==> config.mk <==
export PLATFORM = sky130hd
export DESIGN_NAME = nest_irq_ctrl
export DESIGN_NICKNAME = d
export VERILOG_FILES = /design/src/rtl/nic_pkg.sv /design/src/rtl/nic_sync.sv /design/src/rtl/nic_prio_pick.sv /design/src/rtl/nic_seq.sv /design/src/rtl/nest_irq_ctrl.sv
export SDC_FILE = /design/constraint.sdc
export NUM_CORES = 1
export LEC_CHECK = 0
export BUFFER_PORTS_ARGS = -buffer_cell sky130_fd_sc_hd__buf_2
export CAP_MARGIN = 20
export CORE_MARGIN = 2
export CORE_UTILIZATION = 47
export DETAILED_ROUTE_END_ITERATION = 6
export HOLD_SLACK_MARGIN = 0.06
export PLACE_DENSITY = 0.67
export SYNTH_ARGS = -nofsm -noshare
export SYNTH_HDL_FRONTEND = slang
export SYNTH_SLANG_ARGS = --single-unit
==> constraint.sdc <==
create_clock -name clk -period 4.3 [get_ports clk]
set_clock_uncertainty 0.05 [all_clocks]
set_input_delay 0.43 -clock clk [delete_from_list [all_inputs] [get_ports clk]]
set_output_delay 0.43 -clock clk [all_outputs]
set_load 0.005 [all_outputs]
==> src/rtl/nic_pkg.sv <==
// Package: shared types and register addresses for the nested interrupt controller.
// Assumes a single clock domain; addresses are decoded by the top module.
package nic_pkg;
    typedef enum logic [1:0] {
        SQ_IDLE  = 2'd0,
        SQ_GOT1  = 2'd1,
        SQ_DRIVE = 2'd2
    } seq_st_t;

    localparam logic [1:0] RA_BASE = 2'd0;
    localparam logic [1:0] RA_ORIG = 2'd1;
    localparam logic [1:0] RA_EOI  = 2'd2;
endpackage

==> src/rtl/nic_sync.sv <==
// Two-flop synchronizer with one extra delayed copy for edge detection.
// Assumes inputs may be asynchronous; RST_VAL sets the idle level.
module nic_sync #(
    parameter int W = 1,
    parameter logic [W-1:0] RST_VAL = '0
) (
    input  logic         clk,
    input  logic         rst_n,
    input  logic [W-1:0] d,
    output logic [W-1:0] q,
    output logic [W-1:0] q_d
);
    logic [W-1:0] meta;

    // Purpose: move the input into the clock domain and keep one older sample.
    always_ff @(posedge clk) begin
        if (!rst_n) begin
            meta <= RST_VAL;
            q    <= RST_VAL;
            q_d  <= RST_VAL;
        end else begin
            meta <= d;
            q    <= meta;
            q_d  <= q;
        end
    end
endmodule

==> src/rtl/nic_prio_pick.sv <==
// Finds the most urgent set bit of a vector under a rotating urgency origin.
// Assumes N is a power of two so index arithmetic wraps naturally.
module nic_prio_pick #(
    parameter int N  = 8,
    parameter int IW = $clog2(N)
) (
    input  logic [N-1:0]  vec,
    input  logic [IW-1:0] orig,
    output logic          found,
    output logic [IW-1:0] sel,
    output logic [IW-1:0] rank
);
    logic [IW-1:0] idx;

    // Purpose: scan ranks from least to most urgent so the most urgent hit is kept.
    always_comb begin
        found = 1'b0;
        sel   = '0;
        rank  = '0;
        idx   = '0;
        for (int k = N - 1; k >= 0; k--) begin
            idx = orig + IW'(k);
            if (vec[idx]) begin
                found = 1'b1;
                sel   = idx;
                rank  = IW'(k);
            end
        end
    end
endmodule

==> src/rtl/nic_seq.sv <==
// Acknowledge sequencer: first strobe edge commits, second presents the vector.
// Assumes edge pulses are one cycle wide and come from synchronized samples.
module nic_seq
    import nic_pkg::*;
#(
    parameter int IW = 3
) (
    input  logic          clk,
    input  logic          rst_n,
    input  logic          ack_fall,
    input  logic          ack_rise,
    input  logic          win_valid,
    input  logic [IW-1:0] win_sel,
    output logic          commit,
    output logic [IW-1:0] cur_sel,
    output seq_st_t       st
);
    // Purpose: a commit happens only on the first edge and only with a winner.
    assign commit = (st == SQ_IDLE) && ack_fall && win_valid;

    // Purpose: advance through the two-pulse handshake and hold the serviced index.
    always_ff @(posedge clk) begin
        if (!rst_n) begin
            st      <= SQ_IDLE;
            cur_sel <= '0;
        end else begin
            case (st)
                SQ_IDLE: if (commit) begin
                    st      <= SQ_GOT1;
                    cur_sel <= win_sel;
                end
                SQ_GOT1:  if (ack_fall) st <= SQ_DRIVE;
                SQ_DRIVE: if (ack_rise) st <= SQ_IDLE;
                default:  st <= SQ_IDLE;
            endcase
        end
    end
endmodule

==> src/rtl/nest_irq_ctrl.sv <==
// Top: eight-source fully nested interrupt controller with a two-pulse acknowledge.
// Assumes req_in and ack_n are asynchronous; all state uses clk with sync reset.
module nest_irq_ctrl
    import nic_pkg::*;
#(
    parameter int N_SRC = 8,
    parameter int VEC_W = 8
) (
    input  logic             clk,
    input  logic             rst_n,
    input  logic [N_SRC-1:0] req_in,
    input  logic             ack_n,
    input  logic             wr_en,
    input  logic [1:0]       wr_addr,
    input  logic [7:0]       wr_data,
    output logic             irq,
    output logic [VEC_W-1:0] vec_data,
    output logic             vec_drive
);
    localparam int IW = $clog2(N_SRC);
    localparam int BW = VEC_W - IW;

    logic [N_SRC-1:0] req_s, req_d, req_rise;
    logic             ack_s, ack_d, ack_fall, ack_rise;
    logic [N_SRC-1:0] irr, isr, commit_mask, eoi_mask;
    logic [BW-1:0]    base;
    logic [IW-1:0]    orig;
    logic             irr_found, isr_found, fwd, commit, eoi_wr;
    logic [IW-1:0]    irr_sel, irr_rank, isr_sel, isr_rank, cur_sel;
    seq_st_t          st;

    nic_sync #(.W(N_SRC), .RST_VAL('0)) u_req_sync (
        .clk(clk), .rst_n(rst_n), .d(req_in), .q(req_s), .q_d(req_d)
    );
    nic_sync #(.W(1), .RST_VAL(1'b1)) u_ack_sync (
        .clk(clk), .rst_n(rst_n), .d(ack_n), .q(ack_s), .q_d(ack_d)
    );

    // Purpose: edge pulses from the synchronized samples.
    assign req_rise = req_s & ~req_d;
    assign ack_fall = ack_d & ~ack_s;
    assign ack_rise = ack_s & ~ack_d;

    nic_prio_pick #(.N(N_SRC), .IW(IW)) u_pick_req (
        .vec(irr), .orig(orig), .found(irr_found), .sel(irr_sel), .rank(irr_rank)
    );
    nic_prio_pick #(.N(N_SRC), .IW(IW)) u_pick_svc (
        .vec(isr), .orig(orig), .found(isr_found), .sel(isr_sel), .rank(isr_rank)
    );

    // Purpose: nested gate, the pending winner must strictly outrank all running handlers.
    assign fwd = irr_found && (!isr_found || (irr_rank < isr_rank));

    nic_seq #(.IW(IW)) u_seq (
        .clk(clk), .rst_n(rst_n), .ack_fall(ack_fall), .ack_rise(ack_rise),
        .win_valid(fwd), .win_sel(irr_sel), .commit(commit), .cur_sel(cur_sel), .st(st)
    );

    assign eoi_wr = wr_en && (wr_addr == RA_EOI);

    // Purpose: one-hot masks for commit and end-of-interrupt updates.
    always_comb begin
        commit_mask = '0;
        eoi_mask    = '0;
        if (commit)               commit_mask[irr_sel] = 1'b1;
        if (eoi_wr && isr_found)  eoi_mask[isr_sel]    = 1'b1;
    end

    // Purpose: pending and in-service registers.
    always_ff @(posedge clk) begin
        if (!rst_n) begin
            irr <= '0;
            isr <= '0;
        end else begin
            irr <= (irr & ~commit_mask) | req_rise;
            isr <= (isr | commit_mask) & ~eoi_mask;
        end
    end

    // Purpose: software-written vector base and urgency origin.
    always_ff @(posedge clk) begin
        if (!rst_n) begin
            base <= '0;
            orig <= '0;
        end else if (wr_en) begin
            if (wr_addr == RA_BASE) base <= wr_data[7:8-BW];
            if (wr_addr == RA_ORIG) orig <= wr_data[IW-1:0];
        end
    end

    // Purpose: processor-facing outputs.
    assign irq       = ((st == SQ_IDLE) && fwd) || (st == SQ_GOT1);
    assign vec_drive = (st == SQ_DRIVE);
    assign vec_data  = {base, cur_sel};
endmodule

[Word level (Yosys, flattened, before mapping)]
Cells that the tools add are included.
Word-level totals
  register bits after elaboration: 56
  bits of input ports: 22
  output and inout bits: 10
  word-level logic and storage cells: 158
Operators by class
  add/sub/neg operators: 7
  $lt $le $gt $ge: 13
  equal/unequal tests: 7
  muxes and demuxes: 90
  bitwise operators: 12
  reduce and logical (&&, ||, !) cells: 17
Operators with widths (count)
  $mux W3: 32
  $bmux W1 S3: 16
  $lt A3 B4 Y1 const B: 10
  $mux W1: 34
  $and A8 B8 Y8: 3
  $not A8 Y8: 3
  $mux W8: 2
  $or A8 B8 Y8: 2
  $add A3 B3 Y3 const B: 4
  $logic_and A1 B1 Y1: 8
  $add A3 B2 Y3 const B: 2
  $demux W1 S3: 2
  $ge A3 B1 Y1 const B: 2
  $mux W2: 3
  $pmux W2 S3: 1
  $reduce_and A2 Y1: 3
  $eq A2 B1 Y1 const B: 2
  $eq A2 B2 Y1 const B: 2
  $logic_not A2 Y1: 2
  $ne A2 B1 Y1 const B: 2
  $add A3 B1 Y3 const B: 1
  $lt A3 B3 Y1: 1
  $reduce_and A3 Y1: 1
  $and A1 B1 Y1: 2
  4 further kinds: 6

[Depth between registers and ports, before layout]
Gate-level depths: netlist (run 1).
  depth in word-level cells: 19
  mapped depth: 22

[Hierarchy]
A second synthesis (run 1) with hierarchy kept.
Unflattened totals
  cells, all modules: 406
  area total of the unflattened synthesis: 3940.0 sq um
Modules (own cells, without submodules)
  nic_prio_pick: instances 2, cells each 103, area an instance 920.9 sq um, seq. area each 0.0 sq um
  nest_irq_ctrl: instances 1, cells each 121, area an instance 1117.3 sq um, seq. area each 480.5 sq um
  nic_sync (u_req_sync): instances 1, cells each 50, area an instance 675.6 sq um, seq. area each 480.5 sq um
  nic_seq: instances 1, cells each 23, area an instance 226.5 sq um, seq. area each 100.1 sq um
  nic_sync (u_ack_sync): instances 1, cells each 6, area an instance 78.8 sq um, seq. area each 60.1 sq um

[Least setup slack after synthesis (run 1)]
No wires, ideal clock.
  path type: register to register
  start: register orig[0]
  end: register irr[3]
  setup time: 128 ps
  arrival: 4553 ps
  required time: 4122 ps
  slack: -431 ps
  cell stages (with the launch flop): 23
  clock period less this slack: 4731 ps
  cells stage by stage: dfxtp_1 buf_4 clkinv_1 buf_2 buf_2 ha_1 buf_6 buf_12 buf_12 mux2i_1 mux4_2 nand2_1 inv_1 a211o_1 a21o_1 ha_1 a21o_1 nand2b_1 a2111o_1 and2_4 buf_6 nor3b_2 a21oi_1
On the way
  cells in the longest elaborated chain, start to end: 19
Ends and longest elaborated chain
  start: declaration: RTL line nest_irq_ctrl.sv:27  | logic [IW-1:0] orig;
  start signal: assignment: RTL line nest_irq_ctrl.sv:87  | if (wr_addr == RA_ORIG) orig <= wr_data[IW-1:0];
  $add A3 B3 Y3: RTL line nic_prio_pick.sv:22  | idx = orig + IW'(k);
  $bmux W1 S3: RTL line nic_prio_pick.sv:23  | if (vec[idx]) begin
  $mux W1 (implied by the code): RTL line nic_prio_pick.sv:23
  $mux W3 or $mux W1 (tied branches) (8 in a row): RTL line nic_prio_pick.sv:23
  $lt A3 B4 Y1 (implied by the code), or another cell as far along: RTL line nest_irq_ctrl.sv:65  | if (commit) commit_mask[irr_sel] = 1'b1;
  $logic_and A1 B1 Y1 (implied by the code) or $logic_or A1 B1 Y1 (tied branches): RTL line nest_irq_ctrl.sv:65, nest_irq_ctrl.sv:52
  $mux W1 (implied by the code) or $logic_and A1 B1 Y1 (tied branches): RTL line nest_irq_ctrl.sv:65, nest_irq_ctrl.sv:52
  $demux W1 S3 or $logic_and A1 B1 Y1 (tied branches): RTL line nest_irq_ctrl.sv:65, nic_seq.sv:19
  $mux W8 *: RTL line nest_irq_ctrl.sv:65
  $not A8 Y8 *: RTL line nest_irq_ctrl.sv:75  | irr <= (irr & ~commit_mask) | req_rise;
  $and A8 B8 Y8 *: RTL line nest_irq_ctrl.sv:75
  $or A8 B8 Y8 *: RTL line nest_irq_ctrl.sv:75
  end signal: assignment: RTL line nest_irq_ctrl.sv:75
  end: declaration: RTL line nest_irq_ctrl.sv:25  | logic [N_SRC-1:0] irr, isr, commit_mask, eoi_mask;
Mark *: on every way between the ends. The rest lies on a longest branch, timed or not. The select of a mux whose other input is x is not followed.
A chain may end at the register's enable or synchronous reset.

[Final worst setup path (run 1)]
  start: register orig[0]
  end: output port irq
On the way
  cells in the longest elaborated chain, start to end: 16
Ends and longest elaborated chain
  $add A3 B3 Y3: RTL line nic_prio_pick.sv:22
  $bmux W1 S3: RTL line nic_prio_pick.sv:23
  $mux W1 (implied by the code): RTL line nic_prio_pick.sv:23
  $mux W3 or $mux W1 (tied branches) (8 in a row): RTL line nic_prio_pick.sv:23
  $lt A3 B3 Y1 or $logic_not A1 Y1 (tied branches): RTL line nest_irq_ctrl.sv:52  | assign fwd = irr_found && (!isr_found || (irr_rank < isr_rank));
  $logic_or A1 B1 Y1: RTL line nest_irq_ctrl.sv:52
  $logic_and A1 B1 Y1 *: RTL line nest_irq_ctrl.sv:52
  $logic_and A1 B1 Y1 *: RTL line nest_irq_ctrl.sv:92  | assign irq = ((st == SQ_IDLE) && fwd) || (st == SQ_GOT1);
  $logic_or A1 B1 Y1 *: RTL line nest_irq_ctrl.sv:92
  end: declaration: RTL line nest_irq_ctrl.sv:16  | output logic irq,
Marks and branches as above.

==> summary.txt, run 1 <==
Final layout
  • Post-route design area: 5240 sq um
  • Sequential cell area: 1130 sq um
  • Share of layout cells above drive strength 1: 0.315
  • Layout area overhead: 15.9%
  • Final non-filler cell total: 646
  • Fillcell total: 836
  • Nets: 542
  • Area of the multi-input gates: 3220 sq um
  • Antenna cells: 0

Synthesis
  • Leading area contributor after synthesis: dfxtp_1
  • Cell Area, Synth: 4520 sq um
  • Commonest cells post-synth: dfxtp_1, mux2i_1, nor2_1, mux4_2, nand2_1
  • Synthesis Warnings: 0
  • Syn Area/Cell: 9.42 sq um
  • Synth cell types: 69
  • Synthesized Nets: 506
  • Flops & latches, synth: 56
  • Cell count after synthesis: 480
  • Primary FF master, synth: dfxtp_1
  • Most frequent cell after synthesis: dfxtp_1
  • Yosys top cell area share: 0.248
  • Post-synth ARST share: 0
  • Register area share after synthesis: 0.248
  • Largest cells by area after synthesis: dfxtp_1, mux4_2, mux2i_1
  • Post-synth EDFFs: 0

Critical path
  • Critical Path AT: 3.75 ns
  • Req. time, crit path: 3.82 ns
  • Crit path max fanout: 7
  • Crit Path Category: flip-flop to output pin
  • CP cell instances: clkinv_8 -> ha_4 -> clkbuf_16 -> mux2_4 -> mux4_2 -> nor2_4 -> o211ai_1 -> a21o_1 -> ha_4 -> a21o_1 -> a211oi_2 -> or3_4 -> a21oi_2 -> nor2_1 -> buf_2
  • CP Capture Type: output pin
  • Slowest stage delay, CP: 0.53 ns
  • CP max-delay cell: mux4_2
  • Worst setup SP type: flip-flop

Clocking
  • Clock H-tree levels: 2
  • CTS Sinks: 56
  • Maximum clock insertion buffer count: 2
  • TritonCTS buffer count: 5
  • Skew-Pair Late Insertion Delay: 0.31 ns
  • Worst-path clk slew: 0.11 ns
  • Root Driver: clkbuf_8
  • TritonCTS clock tree: yes

GRT
  • Largest net degree at the start of global routing: 43
  • Number of global-route vias before repair: 3775
  • First-pass GRT wire length: 19600 um
  • Total grt overflow: 0
  • Initial antenna violation count: 0
  • Total global-route track usage: 0.240

Power and ir drop
  • Pleak: 0.00209 uW
  • Worst VDD drop: 244 uV
  • Total Power: 1430 uW
  • Power Density: 274 nW/um^2

STA
  • Final min period: 4.23 ns
  • RSZ-0062 raised after global routing: yes
  • Achievable frequency: 236 MHz
  • Slew margin rel.: 0.399
  • Final Max Tran Viols: 0
  • Worst-Margin Slew: 0.899 ns
  • Final setup viols: 0
  • Final period util: 0.984
  • Fin. Hold Viols: 0

Routing
  • DRT Pass-1 Iters: 5
  • DRT Wirelength: 12600 um
  • Post-route ant nets: 0
  • Vias: 4126
  • Drt initial violations: 361
  • DRC violations left: 0
  • Vias/cell: 6.39
  • Avg WL per Cell: 19.6 um

Floorplanning
  • Die X: 102 um
  • DIE AREA: 10400 sq um
  • Die Y: 102 um
  • Ports: 32
  • Core area: 9280 sq um
  • Row Count: 35
  • Initial Util: 0.487

Placed design
  • PortBufs: 31
  • Placed cells: 622
  • DP HPWL: 8670 um
  • Cell area after placement: 4840 sq um
  • GPL Wtd Cong: 0.962

Worst hold path
  • Worst Hold Class: input port to flip-flop

Run
  • Maxcap violations: 0

Status
  • Status: completed
## worst max-delay path: cells and delay by family, from the launching register on
family          cells  cell delay, ns
mux                 2            0.83
fa+ha+maj           2            0.62
compound gates      5            0.62
simple gates        3            0.57
flops               1            0.41
buf+inv             3            0.35
## power breakdown
group	leakage, uW	internal, uW	total, uW	switching (uW)
clock	0.0000493	135	321	185
combinational	0.00158	254	533	278
sequential	0.000459	542	581	38.9
total	0.00209	932	1430	503
## per-layer routing
layer,share of wire,global-route usage,up-vias
li1,-,-,1875
met1,0.43,0.341,2029
met2,0.47,0.382,193
met3,0.077,0.0438,29
met4,0.024,0.0585,0
met5,0,0,-
## final cells by class
| class | count | area share |
|---|---|---|
| inverters | 17 | 0.0146 |
| repair buffers | 73 | 0.106 |
| well taps | 129 | 0.0308 |
| multi-input cells | 363 | 0.615 |
| flip-flops and latches | 56 | 0.215 |
| clock inverters | 2 | 0.00358 |
| clock buffers | 6 | 0.0158 |
## flip-flops by register name, indices dropped and copies added (netlist names)
signal and flops:
irr 8, u_ack_sync.q_d 1, u_req_sync.meta 8, u_ack_sync.meta 1, orig 3, u_seq.st 2
u_ack_sync.q 1, isr 8, base 5, u_req_sync.q 8, u_seq.cur_sel 3, u_req_sync.q_d 8
## final timing paths
check                  startpoint              end  slack, ns  cells past startpoint
hold reg to reg   u_ack_sync.meta     u_ack_sync.q       0.37                      1
hold / removal              ack_n  u_ack_sync.meta       0.24                      2
setup / recovery          orig[0]              irq       0.07                     15
setup reg to reg          orig[2]           isr[3]       0.23                     14
## placed cells by master (no fill, tap or decap), drive strengths merged, types with 4 or more instances in the layout
cell and count:
and2 29, nand3b 4, nand2 33, ha 4, nor2b 12, buf 71
a211oi 10, a31oi 4, o21ai 12, nor2 35, o211a 5, inv 17
mux2 20, o211ai 8, nand2b 10, o22ai 5, mux4 34, clkbuf 8
nand3 11, nor3b 4, dfxtp 56, a21oi 20, mux2i 35, nor3 6
o21a 6, a32oi 6
## cell families (layout without fill, tap and decap cells)
kind of cell | count (synthesis) | after routing | synth area share
adders and majority gates | 4 | 4 | 0.0111
and+or+nand+nor | 157 | 157 | 0.184
xor gates and xnor gates | 5 | 5 | 0.0113
AOI/OAI and AO/OA | 108 | 108 | 0.178
buffers and inverters | 61 | 98 | 0.0711
muxes | 89 | 89 | 0.297
DFF | 56 | 56 | 0.248
## stage by stage
| step | setup WS [ns] | util | setup TNS [ns] | hold WS (ns) |
|---|---|---|---|---|
| detailed placement | 0.153 | 0.521 | 0 | 0.349 |
| CTS | 0.0143 | 0.533 | 0 | 0.232 |
| global route | -0.0819 | 0.564 | -0.0819 | 0.239 |
| floorplan | -0.0193 | - | -0.0193 | 0.336 |
| global placement | 0.215 | 0.521 | 0 | 0.348 |
| finish | 0.0683 | 0.564 | 0 | 0.240 |
## timing repair
| item | CTS | global route |
|---|---|---|
| endpoints found under the hold margin | 0 | 0 |
| cloned | 0 | 2 |
| resized for setup | 4 | 37 |
| hold buffers | 0 | 0 |
| pin swaps | 0 | 8 |
| setup endpoints to repair | 1 | 12 |
| setup buffers | 0 | 14 |
Power figures use the tool's default switching activity.
==> run 2, diff against run 1 <==
CORE_MARGIN = 3   (was 2)
CORE_UTILIZATION = 55   (was 47)
PLACE_DENSITY = 0.77   (was 0.67)
==> summary.txt, run 2 (synthesis gave the netlist of run 1 again) <==
Critical path
  • R2R Path End: isr[3]
  • Reg2Reg Depth: 16 (+2)
  • Critical Path End: irq
  • Crit path max fanout: 11 (+4)
  • Req. time, crit path: 3.82 ns (about the same)
  • Worst setup SP type: flip-flop
  • Worst r2r src: orig[0]
  • FF-to-FF setup slack: 0.35 ns (+0.12 ns)
  • Critical Path AT: 3.76 ns (about the same)
  • CP Capture Type: output pin
  • Crit Path Category: flip-flop to output pin
  • Crit path launch: orig[0]

Routing
  • Vias: 4029 (-2.4%)
  • DRC violations left: 0 (unchanged)
  • DRT Wirelength: 12000 um (-4.7%)
  • Post-route ant nets: 0 (unchanged)
  • Drt initial violations: 317 (-12%)
  • Vias/cell: 6.67 (+4.4%)
  • Avg WL per Cell: 19.9 um (+1.9%)
  • DRT Pass-1 Iters: 7 (+2)

Final layout
  • Leading cell type in the layout, fill and taps excluded: dfxtp_1
  • Final non-filler cell total: 604 (-6.5%)
  • Antenna cells: 0 (unchanged)
  • Nets: 527 (-2.8%)
  • Core Util, Final: 0.634 (+0.0692)
  • Share of layout cells above drive strength 1: 0.283 (-0.0324)
  • Fillcell total: 678 (-19%)
  • Layout area overhead: 9.96%
  • Most frequent cells in the layout: dfxtp_1, mux4_2, mux2i_1

STA
  • Slew margin rel.: 0.417 (+0.0178)
  • Worst-Margin Slew: 0.872 ns (-0.0267 ns)
  • Final setup viols: 0 (unchanged)
  • RSZ-0062 raised after global routing: yes
  • Final period util: 0.985 (about the same)
  • Final min period: 4.24 ns (+0.00358 ns)
  • Final Max Tran Viols: 0 (unchanged)
  • Fin. Hold Viols: 0 (unchanged)
  • Achievable frequency: 236 MHz (about the same)

Run
  • Maxcap violations: 0 (unchanged)

Floorplanning
  • Core area: 7850 sq um (-15%)
  • Row Count: 32 (-8.6%)
  • Die Y: 96.7 um (-5.3%)
  • Initial Util: 0.576 (+0.0891)
  • Die X: 96.7 um (-5.3%)
  • Ports: 32 (unchanged)
  • DIE AREA: 9350 sq um (-10%)

GRT
  • First-pass GRT wire length: 19600 um (-0.24%)
  • Number of global-route vias before repair: 3821 (+1.2%)
  • Total global-route track usage: 0.251 (+0.0107)
  • Largest net degree at the start of global routing: 43 (unchanged)
  • Initial antenna violation count: 0 (unchanged)
  • Total grt overflow: 0 (unchanged)

Clocking
  • TritonCTS clock tree: yes
  • Hold Buf Count CTS: 0 (unchanged)
  • Maximum clock insertion buffer count: 2 (unchanged)
  • TritonCTS buffer count: 5 (unchanged)
  • Root Driver: clkbuf_8
  • CTS Sinks: 56 (unchanged)
  • Clock H-tree levels: 2 (unchanged)
  • Skew-Pair Late Insertion Delay: 0.31 ns (about the same)
  • Worst-path clk slew: 0.09 ns (-0.02 ns)

Placed design
  • DP HPWL: 8370 um (-3.4%)
  • PortBufs: 31 (unchanged)
  • GPL Wtd Cong: 1.05 (+8.8%)
  • Placed cells: 589 (-5.3%)

Worst hold path
  • Worst Hold Class: input port to flip-flop
  • Hold depth: 2 (unchanged)

Power and ir drop
  • Power Density: 273 nW/um^2 (-0.16%)
  • Pleak: 0.00199 uW (-5.1%)
  • Worst VDD drop: 339 uV (+39%)

Status
  • Status: completed
==> run 2: cell types whose count changed in the layout (fill, tap and decap cells not counted), sizes merged <==
cell	change
clkinvlp	-1
clkinv	+1
clkbuf	-1
buf	-14
==> run 2: worst min path at each step <==
| stage | start | endpoint | slack, ns |
|---|---|---|---|
| after floorplan | u_ack_sync.meta | u_ack_sync.q | 0.34 |
| after detailed placement | u_ack_sync.meta | u_ack_sync.q | 0.35 |
| after global placement | u_ack_sync.meta | u_ack_sync.q | 0.35 |
| after global routing | ack_n | u_ack_sync.meta | 0.24 |
| after CTS | ack_n | u_ack_sync.meta | 0.24 |
| final | ack_n | u_ack_sync.meta | 0.25 |
==> run 2: area by class of cell <==
cell class	instances	area [sq um]	area share
multi-input cells	363	3140	0.632
inverters	17	76.3	0.0153
flip-flops and latches	56	1130	0.227
clock inverters	2	13.8	0.00277
clock buffers	6	82.6	0.0166
repair buffers	58	403	0.0810
well taps	102	128	0.0257
==> run 2: power by group <==
part           internal (uW)  total, uW  switching [uW]
Sequential               542        583            41.0
Combinational            225        481             256
Clock                    132        294             163
==> run 2: routing by layer <==
| layer | up-vias | share of wire | global-route usage |
|---|---|---|---|
| met4 | 0 | 0.015 | 0.0886 |
| met5 | - | 0 | 0 |
| met3 | 20 | 0.075 | 0.0339 |
| met1 | 1967 | 0.43 | 0.352 |
| met2 | 196 | 0.48 | 0.397 |
| li1 | 1846 | - | - |
==> run 2: what timing repair did <==
item / CTS / global route
cloned: 0 / 1
buffers inserted: 2 / 4
setup endpoints to repair: 1 / 1
gates resized for setup: 3 / 15
pin swaps: 1 / 2
==> run 2: critical path: stages (launching register included) <==
cell,delay [ns]
dfxtp_4,0.40
clkinv_8,0.05
ha_4,0.28
buf_12,0.16
mux2i_2,0.18
mux4_2,0.55
nand2_2,0.11
inv_1,0.06
a211o_1,0.28
a21o_1,0.17
ha_1,0.28
a21o_1,0.13
a211oi_1,0.05
or3_1,0.40
a21oi_1,0.14
nor2_1,0.05
buf_2,0.13
==> run 2: through the flow <==
| step | setup slack (ns) | total power, uW | hold slack, ns | instance area [sq um] | setup TNS, ns |
|---|---|---|---|---|---|
| after floorplan | -0.0193 | 931 | 0.336 | 4600 | -0.0193 |
| after global placement | 0.235 | 1030 | 0.345 | 4760 | 0 |
| after detailed placement | 0.170 | 1050 | 0.346 | 4760 | 0 |
| after CTS | 0.0196 | 1340 | 0.241 | 4880 | 0 |
| after global routing | -0.0617 | 1430 | 0.242 | 4970 | -0.0617 |
| final | 0.0647 | 1360 | 0.253 | 4970 | 0 |
==> run 3, diff against run 2 <==
PLACE_DENSITY = 0.75   (was 0.77)
==> summary.txt, run 3 (synthesis gave the netlist of run 1 again) <==
Status
  • Status: completed

Critical path
  • CP Capture Type: output pin
  • Crit path top cell by count: nor2_1
  • Crit Path Category: flip-flop to output pin
  • CP delay by family, top: multiplexers
  • Slowest stage delay, CP: 0.53 ns (-0.02 ns)
  • Req. time, crit path: 3.82 ns (about the same)
  • Worst setup SP type: flip-flop
  • CP cell instances: clkinv_8 -> ha_4 -> mux2_4 -> mux4_2 -> or2_2 -> a32o_1 -> ha_1 -> o21a_1 -> nor2_1 -> or3_4 -> a21oi_2 -> nor2_1 -> buf_2
  • Crit path max fanout: 7 (-4)
  • Critical Path AT: 3.69 ns (-0.07 ns)
  • Sum of buffers and inverters on the critical path: 2 (-2)
  • CP max-delay cell: mux4_2

STA
  • Final setup viols: 0 (unchanged)
  • Achievable frequency: 240 MHz (+1.6%)
  • Post-Route Setup TNS: 0 ns (unchanged)
  • Final hold slack: 0.253 ns (-0.000393 ns)
  • Final period util: 0.970 (-0.0152)
  • Final min period: 4.17 ns (-0.0655 ns)
  • Final Max Tran Viols: 0 (unchanged)
  • Worst-Margin Slew: 0.927 ns (+0.0545 ns)
  • Slew margin rel.: 0.381 (-0.0364)
  • Final Worst Setup Slack: 0.130 ns (+0.0655 ns)
  • Fin. Hold Viols: 0 (unchanged)

Floorplanning
  • Core area: 7850 sq um (unchanged)
  • Row Count: 32 (unchanged)
  • Ports: 32 (unchanged)
  • DIE AREA: 9350 sq um (unchanged)
  • Die X: 96.7 um (unchanged)
  • Die Y: 96.7 um (unchanged)
  • Initial Util: 0.576 (unchanged)

Clocking
  • Skew-Pair Late Insertion Delay: 0.30 ns (about the same)
  • TritonCTS buffer count: 5 (unchanged)
  • Clock H-tree levels: 2 (unchanged)
  • Worst-path clk slew: 0.09 ns (about the same)
  • TritonCTS clock tree: yes
  • CTS Sinks: 56 (unchanged)
  • Hold Buf Count CTS: 0 (unchanged)
  • Maximum clock insertion buffer count: 2 (unchanged)
  • Root Driver: clkbuf_8

Placed design
  • GPL Wtd Cong: 0.995 (-5.0%)
  • Pre-CTS WS: 0.201 ns (+0.0303 ns)
  • DP HPWL: 8220 um (-1.8%)
  • Placed cells: 588 (-0.17%)
  • PortBufs: 31 (unchanged)

Routing
  • Avg WL per Cell: 20.1 um (+0.76%)
  • Post-route ant nets: 0 (unchanged)
  • Vias/cell: 6.74 (+1.1%)
  • Drt initial violations: 373 (+18%)
  • DRT Pass-1 Iters: 5 (-2)
  • Vias: 4058 (+0.72%)
  • DRT Wirelength: 12100 um (+0.42%)
  • DRC violations left: 0 (unchanged)

GRT
  • First-pass GRT wire length: 19300 um (-1.8%)
  • Largest net degree at the start of global routing: 43 (unchanged)
  • Total grt overflow: 0 (unchanged)
  • Number of global-route vias before repair: 3778 (-1.1%)
  • Total global-route track usage: 0.246 (-0.00424)
  • Initial antenna violation count: 0 (unchanged)

Power and ir drop
  • Worst VDD drop: 253 uV (-25%)
  • Power Density: 272 nW/um^2 (-0.64%)
  • Net Sw Power: 456 uW (-0.92%)
  • Power share of the combinational group: 0.360 (+0.006)
  • Part of the power in registers: 0.428 (about the same)
  • Int Pwr: 906 uW (+0.79%)
  • Sw Ratio: 0.335 (-0.00381)
  • Pleak: 0.00200 uW (+0.54%)
  • Clock power share: 0.211 (-0.006)

Final layout
  • Area of the multi-input gates: 3170 sq um (+1.0%)
  • Leading cell type in the layout, fill and taps excluded: dfxtp_1
  • Sequential cell area: 1120 sq um (-0.22%)
  • Fillcell total: 675 (-0.44%)
  • Antenna cells: 0 (unchanged)
  • Most frequent cells in the layout: dfxtp_1, mux4_2, nor2_1
  • Share of layout cells above drive strength 1: 0.278 (-0.00487)
  • Layout area overhead: 10.9%
  • Final non-filler cell total: 602 (-0.33%)
  • Nets: 525 (-0.38%)

Run
  • Maxcap violations: 0 (unchanged)

Worst hold path
  • Worst Hold Class: input port to flip-flop
## run 3: cell types whose count changed in the layout (fill, tap and decap cells not counted), moves of 2 or more
cell	before	now
buf_4	23	20
dfxtp_1	53	55
dfxtp_2	2	0
mux2_2	16	13
mux2_4	1	4
nor2_1	32	34
nor2_2	3	0
## run 3: power by group through the flow
stage                     Sequential (uW)  Clock [uW]  Combinational (uW)
final                                 584         288                 491
after detailed placement              593           0                 455
after global routing                  587         316                 530
after global placement                591           0                 452
after CTS                             581         297                 464
after floorplan                       564           0                 367
## run 3: final timing paths
path                         from              end  depth (start not counted)  slack [ns]
hold reg to reg   u_ack_sync.meta     u_ack_sync.q                          1        0.37
setup reg to reg          orig[0]           isr[3]                         15        0.35
hold / removal              ack_n  u_ack_sync.meta                          2        0.25
setup / recovery          orig[0]              irq                         13        0.13
## run 3: final cells by class
cell class / instances / share of cell area
tap: 102 / 0.0254
timing repair buffer: 56 / 0.0833
multi-input combinational: 363 / 0.633
inverter: 17 / 0.0152
sequential: 56 / 0.224
clock buffer: 7 / 0.0172
clock inverter: 1 / 0.00150
## run 3: metrics by stage
stage	cell area [sq um]	util	power, uW
CTS	4900	0.625	1340
global route	5010	0.639	1430
floorplan	4600	-	931
detailed placement	4760	0.607	1050
global placement	4760	0.607	1040
finish	5010	0.639	1360
## run 3: timing repair
item / CTS / global route
setup buffers: 0 / 4
setup endpoints to repair: 1 / 1
cloned: 1 / 1
gates resized for setup: 3 / 17
pin swaps: 0 / 1
## run 3: metal layers
metal	part of all wire	up-vias	wire, um	GRT usage
li1	-	1843	-	-
met3	0.097	38	1180	0.0281
met5	0	-	0	0
met4	0.024	0	296	0.0648
met1	0.40	1919	4880	0.351
met2	0.47	258	5730	0.400
